`src/rtl/ftx_pkg.sv`:
```
package ftx_pkg;
    typedef enum logic [2:0] {
        S_STOP  = 3'd0,
        S_LOAD  = 3'd1,
        S_DATA  = 3'd2,
        S_CRC   = 3'd3,
        S_UNDER = 3'd4
    } ftx_state_e;

    localparam logic [31:0] FTX_POLY32 = 32'h04C11DB7;
endpackage

```
`src/rtl/ftx_crc_unit.sv`:
```
module ftx_crc_unit #(
    parameter int              CRC_W = 32,
    parameter logic [CRC_W-1:0] POLY = ftx_pkg::FTX_POLY32
) (
    input  logic clk,
    input  logic rst_n,
    input  logic init,
    input  logic feed,
    input  logic shift,
    input  logic din,
    output logic crc_out
);
    logic [CRC_W-1:0] acc;

    always_ff @(posedge clk) begin
        if (!rst_n || init) begin
            acc <= '1;
        end else if (feed) begin
            acc <= {acc[CRC_W-2:0], 1'b0} ^ ((acc[CRC_W-1] ^ din) ? POLY : '0);
        end else if (shift) begin
            acc <= {acc[CRC_W-2:0], 1'b0};
        end
    end

    // inverted remainder leaves MSB first
    assign crc_out = ~acc[CRC_W-1];
endmodule

```
`src/rtl/ftx_byte_buf.sv`:
```
module ftx_byte_buf #(
    parameter int W = 8
) (
    input  logic         clk,
    input  logic         rst_n,
    input  logic         flush,
    input  logic         enable,
    input  logic         in_valid,
    input  logic [W-1:0] in_data,
    output logic         in_ready,
    input  logic         take,
    output logic         out_valid,
    output logic [W-1:0] out_data
);
    logic         held;
    logic [W-1:0] hold_q;

    assign in_ready  = enable && !held;
    assign out_valid = held;
    assign out_data  = hold_q;

    always_ff @(posedge clk) begin
        if (!rst_n || flush) begin
            held <= 1'b0;
        end else if (in_valid && in_ready) begin
            held <= 1'b1;
        end else if (take) begin
            held <= 1'b0;
        end
    end

    always_ff @(posedge clk) begin
        if (!rst_n) begin
            hold_q <= '0;
        end else if (in_valid && in_ready) begin
            hold_q <= in_data;
        end
    end
endmodule

```
`src/rtl/frame_crc_tx.sv`:
```
module frame_crc_tx
    import ftx_pkg::*;
#(
    parameter int PAYLOAD_BYTES = 76,
    parameter int BYTE_W        = 8,
    parameter int CRC_W         = 32
) (
    input  logic              clk,
    input  logic              rst_n,
    input  logic [BYTE_W-1:0] s_data,
    input  logic              s_valid,
    output logic              s_ready,
    input  logic              cmd_stop,
    input  logic              cmd_restart,
    output logic              tx_bit,
    output logic              tx_active,
    output logic              underrun
);
    localparam int BIT_CW  = (BYTE_W > 1) ? $clog2(BYTE_W) : 1;
    localparam int BYTE_CW = (PAYLOAD_BYTES > 1) ? $clog2(PAYLOAD_BYTES) : 1;
    localparam int CRC_CW  = $clog2(CRC_W);
    localparam logic [BIT_CW-1:0]  BIT_LAST  = BIT_CW'(BYTE_W - 1);
    localparam logic [BYTE_CW-1:0] BYTE_LAST = BYTE_CW'(PAYLOAD_BYTES - 1);
    localparam logic [CRC_CW-1:0]  CRC_LAST  = CRC_CW'(CRC_W - 1);

    ftx_state_e state, nxt;

    logic [BYTE_W-1:0]  cur_byte;
    logic [BIT_CW-1:0]  bit_cnt;
    logic [BYTE_CW-1:0] byte_cnt;
    logic [CRC_CW-1:0]  crc_cnt;

    logic              buf_en, buf_vld, take;
    logic [BYTE_W-1:0] buf_data;
    logic              crc_init, crc_bit;
    logic              last_bit, last_byte, last_crc;

    assign last_bit  = (bit_cnt == BIT_LAST);
    assign last_byte = (byte_cnt == BYTE_LAST);
    assign last_crc  = (crc_cnt == CRC_LAST);

    ftx_byte_buf #(.W(BYTE_W)) u_buf (
        .clk      (clk),
        .rst_n    (rst_n),
        .flush    (cmd_stop),
        .enable   (buf_en),
        .in_valid (s_valid),
        .in_data  (s_data),
        .in_ready (s_ready),
        .take     (take),
        .out_valid(buf_vld),
        .out_data (buf_data)
    );

    assign crc_init = !(state == S_DATA || state == S_CRC) || (state == S_CRC && last_crc);

    ftx_crc_unit #(.CRC_W(CRC_W)) u_crc (
        .clk    (clk),
        .rst_n  (rst_n),
        .init   (crc_init),
        .feed   (state == S_DATA),
        .shift  (state == S_CRC),
        .din    (cur_byte[BYTE_W-1]),
        .crc_out(crc_bit)
    );

    // next-state and byte-take decision
    always_comb begin
        nxt  = state;
        take = 1'b0;
        if (cmd_stop) begin
            nxt = S_STOP;
        end else begin
            unique case (state)
                S_STOP, S_UNDER: begin
                    if (cmd_restart) nxt = S_LOAD;
                end
                S_LOAD: begin
                    if (buf_vld) begin
                        nxt  = S_DATA;
                        take = 1'b1;
                    end
                end
                S_DATA: begin
                    if (last_bit) begin
                        if (last_byte)    nxt = S_CRC;
                        else if (buf_vld) take = 1'b1;
                        else              nxt = S_UNDER;
                    end
                end
                S_CRC: begin
                    if (last_crc) begin
                        if (buf_vld) begin
                            nxt  = S_DATA;
                            take = 1'b1;
                        end else begin
                            nxt = S_UNDER;
                        end
                    end
                end
                default: nxt = S_STOP;
            endcase
        end
    end

    // state register
    always_ff @(posedge clk) begin
        if (!rst_n) state <= S_STOP;
        else        state <= nxt;
    end

    // shift register and counters
    always_ff @(posedge clk) begin
        if (!rst_n) begin
            cur_byte <= '0;
            bit_cnt  <= '0;
            byte_cnt <= '0;
            crc_cnt  <= '0;
        end else begin
            if (take) begin
                cur_byte <= buf_data;
                bit_cnt  <= '0;
                byte_cnt <= (state == S_DATA) ? byte_cnt + 1'b1 : '0;
            end else if (state == S_DATA) begin
                cur_byte <= {cur_byte[BYTE_W-2:0], 1'b0};
                bit_cnt  <= bit_cnt + 1'b1;
            end
            crc_cnt <= (state == S_CRC) ? crc_cnt + 1'b1 : '0;
        end
    end

    // outputs
    always_comb begin
        tx_bit    = 1'b1;
        tx_active = 1'b0;
        underrun  = 1'b0;
        buf_en    = 1'b0;
        unique case (state)
            S_LOAD: begin
                tx_active = 1'b1;
                buf_en    = 1'b1;
            end
            S_DATA: begin
                tx_bit    = cur_byte[BYTE_W-1];
                tx_active = 1'b1;
                buf_en    = 1'b1;
            end
            S_CRC: begin
                tx_bit    = crc_bit;
                tx_active = 1'b1;
                buf_en    = 1'b1;
            end
            S_UNDER: underrun = 1'b1;
            default: ;
        endcase
    end
endmodule

```
`config.mk`:
```
export PLATFORM = sky130hd
export DESIGN_NAME = frame_crc_tx
export DESIGN_NICKNAME = d
export VERILOG_FILES = /design/src/rtl/ftx_pkg.sv /design/src/rtl/ftx_crc_unit.sv /design/src/rtl/ftx_byte_buf.sv /design/src/rtl/frame_crc_tx.sv
export SDC_FILE = /design/constraint.sdc
export NUM_CORES = 1
export LEC_CHECK = 0
export CAP_MARGIN = 10
export CORE_ASPECT_RATIO = 1.4
export CORE_MARGIN = 4
export CORE_UTILIZATION = 25
export DETAILED_ROUTE_END_ITERATION = 16
export GPL_ROUTABILITY_DRIVEN = 0
export HOLD_SLACK_MARGIN = 0.02
export SLEW_MARGIN = 10
export SYNTH_ARGS = -nofsm -noshare
export SYNTH_HDL_FRONTEND = slang
export SYNTH_SLANG_ARGS = --single-unit
```
`constraint.sdc`:
```
create_clock -name clk -period 5.2 [get_ports clk]
set_input_delay 0.78 -clock clk [delete_from_list [all_inputs] [get_ports clk]]
set_output_delay 0.78 -clock clk [all_outputs]
set_load 0.01 [all_outputs]
```
Word-level counts from Yosys, hierarchy flattened --
Cells that the tools add are included.
Operators by class: bitwise operators 4, add/sub/neg operators 3, eq/ne operators 12, muxes and demuxes 25, reductions and logical operators 20
Operators by type and width (number):
- $mux W32 | 2
- $xor A32 B32 Y32 | 1
- $mux W27 | 1
- $mux W3 | 7
- $mux W8 | 2
- $pmux W3 S4 | 1
- $mux W1 | 9
- $add A7 B1 Y7 const B | 1
- $eq A7 B7 Y1 const B | 1
- $mux W7 | 1
- $eq A3 B2 Y1 const B | 2
- $eq A3 B3 Y1 const B | 2
- $ne A2 B2 Y1 const B | 3
- $reduce_bool A2 Y1 | 3
- $reduce_or A2 Y1 | 3
- $add A5 B1 Y5 const B | 1
- $eq A5 B5 Y1 const B | 1
- $reduce_and A5 Y1 | 1
- $logic_or A1 B1 Y1 | 4
- $add A3 B1 Y3 const B | 1
- $eq A3 B1 Y1 const B | 1
- $logic_and A1 B1 Y1 | 3
- $logic_not A1 Y1 | 3
- $logic_not A3 Y1 | 1
- other kinds (8) | 9
Storage, ports and cells: input bits 13, flip-flop bits (word level) 67, word-level logic and storage cells 72

Longest topological paths before layout --
word-level depth 7, gate-level depth with buffers 8, depth with buffers taken out 7

Modules after synthesis --
From an unflattened synthesis, not the netlist that was laid out.
Second synthesis, totals: cell total of the unflattened synthesis 358, area total of the unflattened synthesis 3224.3 sq um
Modules (own cells, without submodules):
- frame_crc_tx | times used 1, cells an instance 159, area each 1473.9 sq um
- ftx_crc_unit | times used 1, cells an instance 158, area each 1366.3 sq um
- ftx_byte_buf | times used 1, cells an instance 41, area each 384.1 sq um

Worst setup path after synthesis --
OpenSTA, ideal clock, no wires.
kind input -> register, from input rst_n, to register byte_cnt[2], path buffers 1, cell stages on the path 5, arrival 1.840 ns, slack 3.301 ns, cell sequence buf_2 -> clkinv_1 -> a41o_1 -> a2111o_1 -> nand2_1
RTL lines:
- from (decl) | RTL line frame_crc_tx.sv:9 | input logic rst_n,
- to (signal assigned) | RTL line frame_crc_tx.sv:123 | byte_cnt <= (state == S_DATA) ? byte_cnt + 1'b1 : '0;
- to (decl) | RTL line frame_crc_tx.sv:30 | logic [BYTE_CW-1:0] byte_cnt;

==> results.json <==
{
  "cp-startpoint": "rst_n",
  "grt_max_degree": 33,
  "fmax_mhz": 368,
  "ant_nets": 0,
  "ys_types": 40,
  "finalMaxSlewViolations": 0,
  "num_rows": 43,
  "routed.top_layer": "met4",
  "r2r-start": "state[1]$_SDFFE_PP0P_",
  "drtPass1Iterations": 4,
  "antenna_found_initial": 0,
  "fp.dieH_um": 128,
  "die-area_mm2": 0.0121,
  "path_clk_slew_ps": 50,
  "pin_count": 17,
  "power_switching_uw": 224,
  "r2r_cells": 4,
  "ys.warnings.count": 0,
  "ys_seq_area_frac": 0.518,
  "setup_tns_ps": 0,
  "final_cells": 419,
  "core_area_mm2": 0.0100,
  "p_int_uw": 975,
  "synth_top_area_frac": 0.518,
  "p_sw_frac": 0.187,
  "drv_cap": 0,
  "cp-end-kind": "flip-flop",
  "seqPwrFrac": 0.433,
  "totalWireLength_um": 4670,
  "hold_violations": 0,
  "grt_pass1_wl_um": 7970,
  "via_count": 1858,
  "drt_iter0_drc": 110,
  "setup_violations": 0,
  "path_cells": "clkdlybuf4s50_1 -> clkinv_1 -> a41o_1 -> a2111o_1 -> nand2_1",
  "critPathTopFamily": "buffers and inverters",
  "cts-resized-gates": 0,
  "overflow": 0,
  "layout.nets": 297,
  "viasPerCell": 4.43,
  "wl_met3_um": 190,
  "hpwl_um": 3100,
  "hp-class": "flip-flop to flip-flop",
  "critical_path.max_stage_delay_ps": 880,
  "postCtsSetupRepairBufs": 0,
  "grt_pass1_vias": 1732,
  "synth_area_leaders": "dfxtp_1 52%, mux2i_1 5.8%, nand2b_1 4.8%",
  "synth_nets": 284,
  "synth_area_mm2": 0.00259,
  "fin_crit_ps": 2720,
  "cp_max_fo": 18,
  "route.met2.wl_um": 2160,
  "initial_core_util": 0.259,
  "wl_per_cell_um": 11.1,
  "synthCells": 266,
  "required_ps": 5470,
  "htree_num_levels": 3,
  "leakage_uw": 0.00118,
  "insertion_delay_ps": 330,
  "drc": 0,
  "worstPathArrival_ps": 2990,
  "clkSinkCount": 67,
  "portBuffers": 16,
  "powerDensity_mw_per_mm2": 376,
  "synth-edff-count": 0,
  "power_frac_comb": 0.022,
  "hold_buffers": 0,
  "grt_util_all_layers": 0.0859,
  "worstMarginPinSlew_ps": 1010,
  "area.sequential_mm2": 0.00134,
  "slowest_stage": "clkdlybuf4s50_1",
  "async_flop_share": 0,
  "ys_seq_elements": 67,
  "ys.flop_type": "dfxtp_1",
  "multi_input_area_mm2": 0.00116,
  "crit_type": "input port to flip-flop",
  "ir_drop_mv": 0.192,
  "min_from": "u_crc.acc[16]$_SDFFE_PP1N_",
  "avgSynthCellArea_um2": 9.73,
  "start_kind": "input port",
  "wl_met1_um": 2140,
  "antenna_cells": 0,
  "cts_root_buf": "clkbuf_16",
  "finClkSkew_ps": 2.87,
  "placed_cells": 403,
  "drive_gt1_frac": 0.0704,
  "fill_cells": 1069,
  "reg2reg_to": "u_crc.acc[26]$_SDFFE_PP1N_",
  "cts_buffers": 9,
  "status": "completed",
  "worstHoldEndpoint": "u_crc.acc[17]$_SDFFE_PP1N_",
  "yosysMostFrequentCell": "dfxtp_1",
  "p_clk_frac": 0.545,
  "min_period_over_period": 0.523,
  "crit_buf_inv": 2,
  "min_path_cells": 1,
  "regToRegSetupSlack_ps": 2800,
  "syn2layout_area_growth_pct": 23.2,
  "rsz0062_at_grt": "false",
  "yosys-top-cells-count": "67 x dfxtp_1, 28 x nand2_1, 20 x nand2b_1",
  "fp.dieW_um": 94,
  "ctsLongestPathBuffers": 2,
  "slew-limit-headroom": 0.325,
  "cts_tree": "built",
  "yosysTopAreaCell": "dfxtp_1"
}
[layout make-up]
class                      count  area share
tap                          135      0.0530
multi-input combinational    177       0.363
clock buffer                  12      0.0805
clock inverter                 4      0.0228
timing repair buffer          16      0.0502
sequential                    67       0.421
inverter                       8     0.00942
[how the worst max path moves through the flow]
stage / endpoint / slack [ps] / cells past startpoint
after floorplan: byte_cnt[2]$_SDFFE_PN0P_ / 3300 / 5
after global placement: byte_cnt[2]$_SDFFE_PN0P_ / 2140 / 5
after detailed placement: byte_cnt[2]$_SDFFE_PN0P_ / 2100 / 5
after CTS: byte_cnt[2]$_SDFFE_PN0P_ / 2460 / 5
after global routing: byte_cnt[2]$_SDFFE_PN0P_ / 2310 / 5
final: byte_cnt[2]$_SDFFE_PN0P_ / 2480 / 5
[placed cells by master (no fill, tap or decap), drive strengths merged, types with 4 or more instances in the layout]
master and instances:
mux2i 15, inv 7, nand3 11, o211a 6, clkbuf 12, or3 5, nor2 18, o211ai 14
ha 5, nand4 4, o21ai 9, clkdlybuf4s50 16, nand2 28, nand2b 20, dfxtp 67, a21oi 10
[kinds of logic after synthesis]
family,share of synthesized area
compound gates,0.146
xor+xnor,0.0169
fa+ha+maj,0.0242
buf+inv,0.0382
flops,0.518
mux,0.0580
simple gates,0.199
[registers in the layout, indices dropped and copies added, names as in the netlist]
name and cells:
bit_cnt 3, byte_cnt 7, crc_cnt 5, cur_byte 8, state 3, u_buf.out_data 8, u_buf.out_valid 1, u_crc.acc 32
[stage by stage]
stage	hold slack [ps]	setup WS, ps	utilization	area (um2)	power (uW)
after floorplan	386	3300	-	2590	542
after global placement	391	2140	0.286	2860	556
after detailed placement	395	2100	0.286	2860	556
after CTS	410	2460	0.319	3190	1220
after global routing	423	2310	0.319	3190	1250
final	405	2480	0.319	3190	1200
[layer usage]
layer | global-route usage | vias to the layer above
met5 | 0 | -
met4 | 0.0646 | 0
met3 | 0.0310 | 14
met2 | 0.126 | 31
met1 | 0.102 | 851
li1 | - | 962
[power by group through the flow]
stage | clock (uW) | combinational [uW] | sequential, uW
3_3_place_gp | 0 | 26.8 | 530
5_1_grt | 697 | 29.4 | 519
2_1_floorplan | 0 | 13.9 | 528
4_1_cts | 672 | 27.0 | 519
6_report | 654 | 26.5 | 519
3_5_place_dp | 0 | 26.8 | 530
[worst reg2reg max path, delay by kind of cell, from the launching register on]
kind / cells / cell delay (ps)
AND/OR/NAND/NOR: 3 / 1470
XOR/XNOR: 1 / 270
flip-flops: 1 / 510
(Power assumes the default switching activity.)
